File: src/rtl/sram_ctrl_pkg.sv
package sram_ctrl_pkg;

  typedef enum logic [2:0] {
    ST_IDLE,
    ST_RD,
    ST_TURN,
    ST_WSET,
    ST_WPULSE,
    ST_WHOLD
  } ctrl_state_e;

  function automatic int unsigned max2(input int unsigned a, input int unsigned b);
    return (a > b) ? a : b;
  endfunction

  function automatic int unsigned hold_cycles(input int unsigned wc, input int unsigned wp);
    return (wc > wp + 2) ? (wc - wp - 1) : 1;
  endfunction

endpackage

File: src/rtl/sram_ctrl_timer.sv
module sram_ctrl_timer #(
  parameter int unsigned CNT_W = 3
) (
  input  logic             clk,
  input  logic             rst_n,
  input  logic             load,
  input  logic [CNT_W-1:0] load_val,
  output logic             expired
);

  logic [CNT_W-1:0] cnt_q;

  always_ff @(posedge clk or negedge rst_n) begin
    if (!rst_n) begin
      cnt_q <= '0;
    end else if (load) begin
      cnt_q <= load_val;
    end else if (cnt_q != '0) begin
      cnt_q <= cnt_q - 1'b1;
    end
  end

  assign expired = (cnt_q == '0);

endmodule

File: src/rtl/sram_ctrl_lanes.sv
module sram_ctrl_lanes #(
  parameter int unsigned LANES  = 2,
  parameter int unsigned LANE_W = 8
) (
  input  logic                    sel,
  input  logic [LANES-1:0]        mask,
  input  logic [LANES*LANE_W-1:0] dq_in,
  output logic [LANES-1:0]        lane_n,
  output logic [LANES*LANE_W-1:0] rd_masked
);

  for (genvar g = 0; g < LANES; g++) begin : g_lane
    assign lane_n[g] = ~(sel & mask[g]);
    assign rd_masked[g*LANE_W +: LANE_W] = mask[g] ? dq_in[g*LANE_W +: LANE_W] : '0;
  end

endmodule

File: src/rtl/sram_ctrl_seq.sv
module sram_ctrl_seq
  import sram_ctrl_pkg::*;
#(
  parameter int unsigned RD_CYC   = 7,
  parameter int unsigned TURN_CYC = 3,
  parameter int unsigned WP_CYC   = 5,
  parameter int unsigned HOLD_CYC = 1
) (
  input  logic clk,
  input  logic rst_n,
  input  logic req_valid,
  input  logic req_write,
  output logic accept,
  output logic capture,
  output logic ready_q,
  output logic sel_q,
  output logic oe_q,
  output logic we_q,
  output logic drv_q
);

  localparam int unsigned MAXD  = max2(max2(RD_CYC, TURN_CYC), max2(WP_CYC, HOLD_CYC));
  localparam int unsigned CNT_W = (MAXD < 2) ? 1 : $clog2(MAXD);

  ctrl_state_e      state_q, state_d;
  logic             load;
  logic [CNT_W-1:0] load_val;
  logic             expired;

  sram_ctrl_timer #(.CNT_W(CNT_W)) u_timer (
    .clk      (clk),
    .rst_n    (rst_n),
    .load     (load),
    .load_val (load_val),
    .expired  (expired)
  );

  always_comb begin
    state_d  = state_q;
    load     = 1'b0;
    load_val = '0;
    accept   = 1'b0;
    capture  = 1'b0;
    unique case (state_q)
      ST_IDLE: begin
        if (req_valid) begin
          accept = 1'b1;
          load   = 1'b1;
          if (req_write) begin
            state_d  = ST_WSET;
            load_val = '0;
          end else begin
            state_d  = ST_RD;
            load_val = CNT_W'(RD_CYC - 1);
          end
        end
      end
      ST_RD: begin
        if (expired) begin
          capture  = 1'b1;
          state_d  = ST_TURN;
          load     = 1'b1;
          load_val = CNT_W'(TURN_CYC - 1);
        end
      end
      ST_TURN: begin
        if (expired) state_d = ST_IDLE;
      end
      ST_WSET: begin
        if (expired) begin
          state_d  = ST_WPULSE;
          load     = 1'b1;
          load_val = CNT_W'(WP_CYC - 1);
        end
      end
      ST_WPULSE: begin
        if (expired) begin
          state_d  = ST_WHOLD;
          load     = 1'b1;
          load_val = CNT_W'(HOLD_CYC - 1);
        end
      end
      ST_WHOLD: begin
        if (expired) state_d = ST_IDLE;
      end
      default: state_d = ST_IDLE;
    endcase
  end

  // Pin registers are loaded from the next state so they line up with state_q
  always_ff @(posedge clk or negedge rst_n) begin
    if (!rst_n) begin
      state_q <= ST_IDLE;
      ready_q <= 1'b1;
      sel_q   <= 1'b0;
      oe_q    <= 1'b0;
      we_q    <= 1'b0;
      drv_q   <= 1'b0;
    end else begin
      state_q <= state_d;
      ready_q <= (state_d == ST_IDLE);
      sel_q   <= (state_d != ST_IDLE) && (state_d != ST_TURN);
      oe_q    <= (state_d == ST_RD);
      we_q    <= (state_d == ST_WPULSE);
      drv_q   <= (state_d == ST_WSET) || (state_d == ST_WPULSE) || (state_d == ST_WHOLD);
    end
  end

  // Checker state: length of the current write-strobe run
  int unsigned we_run_q;
  always_ff @(posedge clk or negedge rst_n) begin
    if (!rst_n)    we_run_q <= 0;
    else if (we_q) we_run_q <= we_run_q + 1;
    else           we_run_q <= 0;
  end

  assert_ready_only_idle_R2: assert property (@(posedge clk) disable iff (!rst_n)
    ready_q |-> !sel_q && !drv_q && !oe_q);
  assert_take_drops_ready_R2: assert property (@(posedge clk) disable iff (!rst_n)
    (req_valid && ready_q) |=> !ready_q);
  assert_we_width_R6: assert property (@(posedge clk) disable iff (!rst_n)
    $fell(we_q) |-> (we_run_q == WP_CYC));
  assert_drive_before_we_R6: assert property (@(posedge clk) disable iff (!rst_n)
    $rose(we_q) |-> $past(drv_q));
  assert_drive_after_we_R6: assert property (@(posedge clk) disable iff (!rst_n)
    $fell(we_q) |-> drv_q && sel_q);
  assert_read_not_driven_R7: assert property (@(posedge clk) disable iff (!rst_n)
    oe_q |-> !drv_q);

endmodule

File: src/rtl/sram_ctrl.sv
module sram_ctrl
  import sram_ctrl_pkg::*;
#(
  parameter int unsigned ADDR_W   = 19,
  parameter int unsigned DATA_W   = 16,
  parameter int unsigned LANE_W   = 8,
  parameter int unsigned RD_CYC   = 7,
  parameter int unsigned TURN_CYC = 3,
  parameter int unsigned WP_CYC   = 5,
  parameter int unsigned WC_CYC   = 7
) (
  input  logic                       clk,
  input  logic                       rst_n,
  input  logic                       req_valid,
  output logic                       req_ready,
  input  logic                       req_write,
  input  logic [ADDR_W-1:0]          req_addr,
  input  logic [DATA_W-1:0]          req_wdata,
  input  logic [DATA_W/LANE_W-1:0]   req_be,
  output logic                       rsp_valid,
  output logic [DATA_W-1:0]          rsp_rdata,
  output logic [ADDR_W-1:0]          sram_addr,
  output logic                       sram_ce1_n,
  output logic                       sram_ce2,
  output logic                       sram_we_n,
  output logic                       sram_oe_n,
  output logic [DATA_W/LANE_W-1:0]   sram_lane_n,
  output logic [DATA_W-1:0]          sram_dq_out,
  output logic                       sram_dq_oe,
  input  logic [DATA_W-1:0]          sram_dq_in
);

  localparam int unsigned LANES    = DATA_W / LANE_W;
  localparam int unsigned HOLD_CYC = hold_cycles(WC_CYC, WP_CYC);

  logic              accept, capture;
  logic              ready_q, sel_q, oe_q, we_q, drv_q;
  logic [ADDR_W-1:0] addr_q;
  logic [DATA_W-1:0] wdata_q, rdata_q, rd_masked;
  logic [LANES-1:0]  mask_q;
  logic              rsp_q;

  sram_ctrl_seq #(
    .RD_CYC   (RD_CYC),
    .TURN_CYC (TURN_CYC),
    .WP_CYC   (WP_CYC),
    .HOLD_CYC (HOLD_CYC)
  ) u_seq (
    .clk       (clk),
    .rst_n     (rst_n),
    .req_valid (req_valid),
    .req_write (req_write),
    .accept    (accept),
    .capture   (capture),
    .ready_q   (ready_q),
    .sel_q     (sel_q),
    .oe_q      (oe_q),
    .we_q      (we_q),
    .drv_q     (drv_q)
  );

  sram_ctrl_lanes #(.LANES(LANES), .LANE_W(LANE_W)) u_lanes (
    .sel       (sel_q),
    .mask      (mask_q),
    .dq_in     (sram_dq_in),
    .lane_n    (sram_lane_n),
    .rd_masked (rd_masked)
  );

  always_ff @(posedge clk or negedge rst_n) begin
    if (!rst_n) begin
      addr_q  <= '0;
      wdata_q <= '0;
      mask_q  <= '0;
      rdata_q <= '0;
      rsp_q   <= 1'b0;
    end else begin
      if (accept) begin
        addr_q  <= req_addr;
        wdata_q <= req_wdata;
        mask_q  <= req_be;
      end
      rsp_q <= capture;
      if (capture) rdata_q <= rd_masked;
    end
  end

  assign req_ready   = ready_q;
  assign rsp_valid   = rsp_q;
  assign rsp_rdata   = rdata_q;
  assign sram_addr   = addr_q;
  assign sram_ce1_n  = ~sel_q;
  assign sram_ce2    = sel_q;
  assign sram_we_n   = ~we_q;
  assign sram_oe_n   = ~oe_q;
  assign sram_dq_out = wdata_q;
  assign sram_dq_oe  = drv_q;

  assert_idle_standby_R1: assert property (@(posedge clk) disable iff (!rst_n)
    req_ready |-> sram_ce1_n && !sram_ce2 && sram_we_n && sram_oe_n && !sram_dq_oe);
  assert_rsp_single_R4: assert property (@(posedge clk) disable iff (!rst_n)
    rsp_valid |=> !rsp_valid);
  assert_bus_vs_oe_R7: assert property (@(posedge clk) disable iff (!rst_n)
    sram_dq_oe |-> sram_oe_n);
  assert_we_selected_R8: assert property (@(posedge clk) disable iff (!rst_n)
    !sram_we_n |-> !sram_ce1_n && sram_ce2);
  assert_addr_hold_R8: assert property (@(posedge clk) disable iff (!rst_n)
    (!sram_we_n && $past(!sram_we_n)) |-> $stable(sram_addr));
  assert_write_quiet_R11: assert property (@(posedge clk) disable iff (!rst_n)
    !sram_we_n |-> !rsp_valid);

endmodule

File: config.mk
export PLATFORM = sky130hd
export DESIGN_NAME = sram_ctrl
export DESIGN_NICKNAME = d
export VERILOG_FILES = /design/src/rtl/sram_ctrl_pkg.sv /design/src/rtl/sram_ctrl_timer.sv /design/src/rtl/sram_ctrl_lanes.sv /design/src/rtl/sram_ctrl_seq.sv /design/src/rtl/sram_ctrl.sv
export SDC_FILE = /design/constraint.sdc
export NUM_CORES = 1
export LEC_CHECK = 0
export ABC_AREA = 0
export BUFFER_PORTS_ARGS = -buffer_cell sky130_fd_sc_hd__clkbuf_2
export CAP_MARGIN = 5
export CORE_UTILIZATION = 45
export DETAILED_ROUTE_END_ITERATION = 7
export PLACE_DENSITY = 0.76
export SYNTH_ARGS = -nofsm -noshare
export SYNTH_HDL_FRONTEND = slang
export SYNTH_SLANG_ARGS = --single-unit
File: constraint.sdc
create_clock -name clk -period 3.6 [get_ports clk]
set_input_delay 0 -clock clk [delete_from_list [all_inputs] [get_ports clk]]
set_output_delay 0 -clock clk [all_outputs]
set_load 0.02 [all_outputs]
==> results_dict.tcl, run 1 <==
set metrics [dict create \
    min_path_type "input port to flip-flop" \
    leakage_nw 2.17 \
    cts_resized 0 \
    power_density_nw_per_um2 830 \
    hold_buffers 54 \
    slowest_delay_ns 0.88 \
    die_w_um 80.2 \
    yosys_warnings 0 \
    fp-row-count 28 \
    ctsHtreeMaxLevel 3 \
    dpl.hpwl_um 4080 \
    peakVddDrop_mv 0.530 \
    start_util 0.465 \
    tightest_slew_ns 0.982 \
    synth-seq-cells 65 \
    placedInstanceArea_um2 3350 \
    arrival_ns 2.34 \
    ys_seq_area_frac 0.591 \
    setup_viol 0 \
    cts_tree "done" \
    finalSetupTns_ns 0 \
    grt_usage 0.242 \
    fin_cells 542 \
    grt_max_degree 42 \
    drive_gt1_frac 0.302 \
    die_h_um 80.2 \
    mostFrequentLayoutCell "nand2_1" \
    core_area_um2 5920 \
    gp_congestion 0.805 \
    dp_cells 473 \
    drc 0 \
    io_buffers 116 \
    path_class "flip-flop to flip-flop" \
    most-common-layout-cells "132 x nand2_1, 115 x clkbuf_2, 64 x dfrtp_1, 54 x dlygate4sd3_1, 34 x o21ai_1" \
    firstDrtPassIters 4 \
    syn-num-nets 358 \
    postSynthCellCount 299 \
    die_area_um2 6430 \
    clock_latency_ns 0.33 \
    finalHoldViolCount 0 \
    cts.path.max_buffers 2 \
    viasPerCell 4.89 \
    layout.nets 522 \
    drv_slew 0 \
    crit_required_ns 3.86 \
    cp_max_fo 34 \
    wl_per_cell_um 13.7 \
    gr-total-overflow 0 \
    netlist_area_um2 2750 \
    synth_area_per_cell_um2 9.21 \
    end_kind "flip-flop" \
    routed_wl_um 7410 \
    finClkSkew_ns 0.0102 \
    grt_pass1_wl_um 11700 \
    p_total_w 0.00338 \
    first_iter_violations 94 \
    clkSlewWorstSetupHoldPaths_ns 0.07 \
    antenna_found_initial 0 \
    max_slew_margin 0.343 \
    min_period_over_period 0.578 \
    syn_to_final_growth_pct 48.1 \
    grt_pass1_vias 2617 \
    rsz0062_at_grt "no" \
    holdWs_ns 0.0483 \
    antenna_left 0 \
    synth.distinct_cells 37 \
    final_area_um2 4080 \
    cts_sinks 65 \
    io_pins 117 \
    crit_chain "buf_4 > nor4b_4 > buf_4 > nand2_1 > nand2_1" \
    numCtsBuffers 9 \
    cts_setup_buffers 0 \
    max_freq_mhz 481 \
    antenna_cells 0 \
    finalCriticalPeriod_ns 2.08 \
    outcome "finished, final reports clean" \
    ff2ff_setup_slack_ns 1.52 \
    root_buffer "clkbuf_8" \
    maxCapViolCount 0 \
    start_kind "flip-flop" \
    vias 2652 \
    critPathSlowestCell "nor4b_4" \
]
-- cell type report --
class,instances,area [µm²]
multi-input combinational,206,996
timing repair buffer,174,1150
clock inverter,2,12.5
tap,75,93.8
inverter,7,26.3
clock buffer,13,169
sequential,65,1630
fill,466,1840
-- logic make-up (layout without fill, tap and decap cells) --
group / after synthesis / count (layout) / share of synthesized area
buf+inv: 28 / 196 / 0.0500
simple gates: 150 / 150 / 0.230
xor+xnor: 1 / 1 / 0.00318
compound gates: 51 / 51 / 0.107
fa+ha+maj: 2 / 2 / 0.00909
flops: 65 / 65 / 0.591
mux: 2 / 2 / 0.00909
-- worst max-delay path: cells and delay by family, from the launching register on --
family | cells | cell delay (ns)
simple gates | 3 | 1.03
buf+inv | 2 | 0.62
flops | 1 | 0.36
-- stage by stage --
stage | worst slack, ns | utilization
finish | 1.52 | 0.689
global route | 1.32 | 0.689
CTS | 1.51 | 0.689
detailed placement | 1.54 | 0.567
global placement | 1.56 | 0.567
floorplan | 1.97 | -
-- where the power goes --
part | leakage, nW | switching (W) | total, W | internal, W
combinational | 1.26 | 0.000972 | 0.00154 | 0.000569
clock | 0.0915 | 0.000249 | 0.000551 | 0.000302
sequential | 0.822 | 0.000243 | 0.00129 | 0.00105
total | 2.17 | 0.00146 | 0.00338 | 0.00192
-- synthesized netlist by cell type --
cell type  number  area (µm²)
a211oi_1        1        7.51
a21oi_1         4        20.0
a22oi_1         1        7.51
a2bb2oi_1       2        17.5
a311oi_1        1        8.76
a32oi_1         1        8.76
and3_1          1        6.26
and3b_1         1        8.76
buf_1           1        3.75
buf_2           2        10.0
buf_4           2        15.0
buf_6           3        33.8
clkbuf_1       13        48.8
dfrtp_1        64        1600
dfstp_2         1        26.3
ha_1            2        25.0
inv_1           6        22.5
inv_2           1        3.75
mux2_4          1        15.0
mux2i_1         1        10.0
nand2_1       132         495
nand2b_1        4        25.0
nand3b_1        3        22.5
nand4bb_1       1        11.3
nor2b_1         1        6.26
nor3_1          2        10.0
nor3b_1         1        7.51
nor4b_2         1        15.0
o2111ai_1       1        8.76
o211a_4         1        17.5
o21ai_0         3        15.0
o21ai_1        34         170
o22ai_1         2        12.5
or2_1           1        6.26
or2_2           1        6.26
or4b_4          1        13.8
xor2_1          1        8.76
-- worst paths after layout --
| path | start | end | cells after the start |
|---|---|---|---|
| max | u_seq.state_q[1] | sram_addr[13] | 5 |
| min | req_valid | u_seq.ready_q | 4 |
| max reg2reg | u_seq.state_q[1] | sram_addr[13] | 5 |
| min reg2reg | sram_dq_out[7] | sram_dq_out[7] | 2 |
| max in group asynchronous | rst_n | u_seq.sel_q | 3 |
| min in group asynchronous | rst_n | rsp_rdata[1] | 2 |
-- sequential cells by signal (all words and copies together) (netlist names) --
| register | count |
|---|---|
| u_seq.oe_q | 1 |
| rsp_rdata | 16 |
| sram_dq_out | 16 |
| u_seq.we_q | 1 |
| u_seq.u_timer.cnt_q | 3 |
| u_seq.state_q | 3 |
| u_seq.sel_q | 1 |
| sram_addr | 19 |
| rsp_valid | 1 |
| u_seq.drv_q | 1 |
| mask_q | 2 |
| u_seq.ready_q | 1 |
-- metal layers --
layer  routed length, µm  GRT usage  vias to the layer above  part of all wire
met5                   0          0                        -                 0
met4                  97      0.109                        0             0.013
met3                 446     0.0534                       11             0.060
met2                3720      0.424                      113              0.50
met1                3140      0.281                     1242              0.42
li1                    -          -                     1286                 -
Power figures use the tool's default switching activity.
==> run 2: changes to the inputs <==
--- a/config.mk
+++ b/config.mk
@@ -8,7 +8,7 @@
 export ABC_AREA = 0
 export BUFFER_PORTS_ARGS = -buffer_cell sky130_fd_sc_hd__clkbuf_2
 export CAP_MARGIN = 5
-export CORE_UTILIZATION = 45
+export CORE_UTILIZATION = 43
 export DETAILED_ROUTE_END_ITERATION = 7
 export PLACE_DENSITY = 0.76
 export SYNTH_ARGS = -nofsm -noshare
==> constraint.sdc (replaced) <==
create_clock -name clk -period 1.9 [get_ports clk]
set_input_delay 0 -clock clk [delete_from_list [all_inputs] [get_ports clk]]
set_output_delay 0 -clock clk [all_outputs]
set_load 0.02 [all_outputs]
==> run 2 against run 1 <==
Against the previous run: critical path depth did not move; fmax grew 17%; non-clock buffer count increased by 8; highest routed layer unchanged; largest cell class unchanged; clock skew is 0.0031 ns lower; register-to-register slack worse by 1.4 ns; cell count rose by 1.7%; clock power up 140%; first-iteration DRC count up 33%; power grew 100%; die area grew 4.5%; routed wire length increased by 2.2%; worst hold slack worse by 0.015 ns.
==> results_dict.tcl, run 2 (synthesis results as in run 1) <==
set metrics [dict create \
    outcome "finished, final reports clean" \
    power_density_nw_per_um2 1620 \
    die_h_um 82.0 \
    die_w_um 82.0 \
    firstDrtPassIters 4 \
    share_seq_of_total_power 0.350 \
    vias 2643 \
    end_kind "flip-flop" \
    switching_power_w 0.00286 \
    fin_cells 551 \
    min_path_type "input port to flip-flop" \
    peakVddDrop_mv 0.867 \
    fp-row-count 28 \
    antenna_cells 0 \
    cp_max_fo 17 \
    largest_reg_flops 19 \
    grt_pass1_vias 2500 \
    root_buffer "clkbuf_8" \
    die_area_um2 6730 \
    dp_cells 481 \
    start_util 0.454 \
    antenna_found_initial 0 \
    syn_to_final_growth_pct 52.9 \
    first_iter_violations 125 \
    gp_congestion 0.780 \
    routed_wl_um 7570 \
    grt_pass1_wl_um 11600 \
    rsz0062_at_grt "no" \
    finalHoldViolCount 0 \
    pwr-share-comb 0.456 \
    clock_latency_ns 0.33 \
    ff2ff_setup_slack_ns 0.12 \
    cts_tree "done" \
    crit_required_ns 2.15 \
    min_period_over_period 0.935 \
    layout.nets 530 \
    dpl.hpwl_um 4450 \
    grt_max_degree 37 \
    io_buffers 116 \
    drc 0 \
    p_int_w 0.00397 \
    hold_depth 3 \
    drv_slew 0 \
    tightest_slew_ns 0.368 \
    drive_gt1_frac 0.319 \
    critPathSlowestCell "or2_2" \
    leakage_nw 2.24 \
    finalSetupTns_ns 0 \
    mostFrequentLayoutCell "nand2_1" \
    maxCapViolCount 0 \
    io_pins 117 \
    most-common-layout-cells "132 x nand2_1, 115 x clkbuf_2, 64 x dfrtp_1, 54 x dlygate4sd3_1, 34 x o21ai_1" \
    max_slew_margin 0.754 \
    crit_chain "inv_1 > ha_1 > nand4bb_1 > or2_2 > o21ai_1" \
    finalCriticalPeriod_ns 1.78 \
    max_freq_mhz 563 \
    power_frac_clock 0.195 \
    finClkSkew_ns 0.00710 \
    path_class "flip-flop to flip-flop" \
    cts_setup_buffers 0 \
    cts.path.max_buffers 2 \
    clkSlewWorstSetupHoldPaths_ns 0.07 \
    swShare 0.418 \
    cts_sinks 65 \
    ff2ff_path_depth 5 \
    grt_usage 0.236 \
    viasPerCell 4.80 \
    slowest_delay_ns 0.52 \
    arrival_ns 2.02 \
    start_kind "flip-flop" \
    setup_viol 0 \
    antenna_left 0 \
    ctsHtreeMaxLevel 3 \
    core_area_um2 6060 \
    wl_per_cell_um 13.7 \
    numCtsBuffers 9 \
    gr-total-overflow 0 \
]
[run 2: worst max-delay path, delay by kind of cell, from the launching register on]
kind | cells | cell delay [ns]
compound gates | 1 | 0.20
flops | 1 | 0.38
fa+ha+maj | 1 | 0.23
simple gates | 2 | 0.78
buf+inv | 1 | 0.11
[run 2: power groups by stage]
stage               registers (W)  logic (W)  clock network (W)
floorplan                 0.00289    0.00149                  0
global placement          0.00237    0.00292                  0
detailed placement        0.00239    0.00301                  0
CTS                       0.00238    0.00309            0.00136
global route              0.00246    0.00343            0.00142
finish                    0.00239    0.00311            0.00133
[run 2: final timing paths]
| path | endpoint | from |
|---|---|---|
| setup reg to reg | rsp_rdata[6] | u_seq.u_timer.cnt_q[0] |
| hold / removal | u_seq.u_timer.cnt_q[2] | req_write |
| max in group asynchronous | u_seq.ready_q | rst_n |
| min in group asynchronous | sram_dq_out[14] | rst_n |
| setup / recovery | rsp_rdata[6] | u_seq.u_timer.cnt_q[0] |
| hold reg to reg | sram_addr[1] | sram_addr[1] |
[run 2: cell type report]
| type | instances | area [µm²] |
|---|---|---|
| Sequential cell | 65 | 1630 |
| Timing Repair Buffer | 182 | 1240 |
| Inverter | 7 | 26.3 |
| Fill cell | 453 | 1850 |
| Tap cell | 75 | 93.8 |
| Clock inverter | 5 | 77.6 |
| Clock buffer | 11 | 151 |
| Multi-Input combinational cell | 206 | 996 |
[run 2: stage by stage]
stage / hold slack [ns] / total power [W] / cell area, µm² / utilization / worst slack, ns
floorplan: -0.296 / 0.00438 / 2750 / - / 0.274
CTS: 0.0165 / 0.00683 / 4210 / 0.694 / 0.0556
global route: 0.0447 / 0.00731 / 4210 / 0.694 / 0.00808
finish: 0.0330 / 0.00683 / 4210 / 0.694 / 0.124
detailed placement: -0.0727 / 0.00539 / 3440 / 0.568 / 0.0859
global placement: -0.0752 / 0.00529 / 3440 / 0.568 / 0.253
[run 2: repair_timing]
action                                  CTS  global route
endpoints found under the setup margin    0            11
resized for setup                         0             1
hold endpoints to repair                117             0
hold buffers                             54             0
[run 2: per-layer routing]
metal | part of all wire | up-vias | track usage
li1 | - | 1311 | -
met1 | 0.44 | 1216 | 0.292
met2 | 0.48 | 114 | 0.385
met3 | 0.073 | 2 | 0.0867
met4 | 0.0050 | 0 | 0.0684
met5 | 0 | - | 0
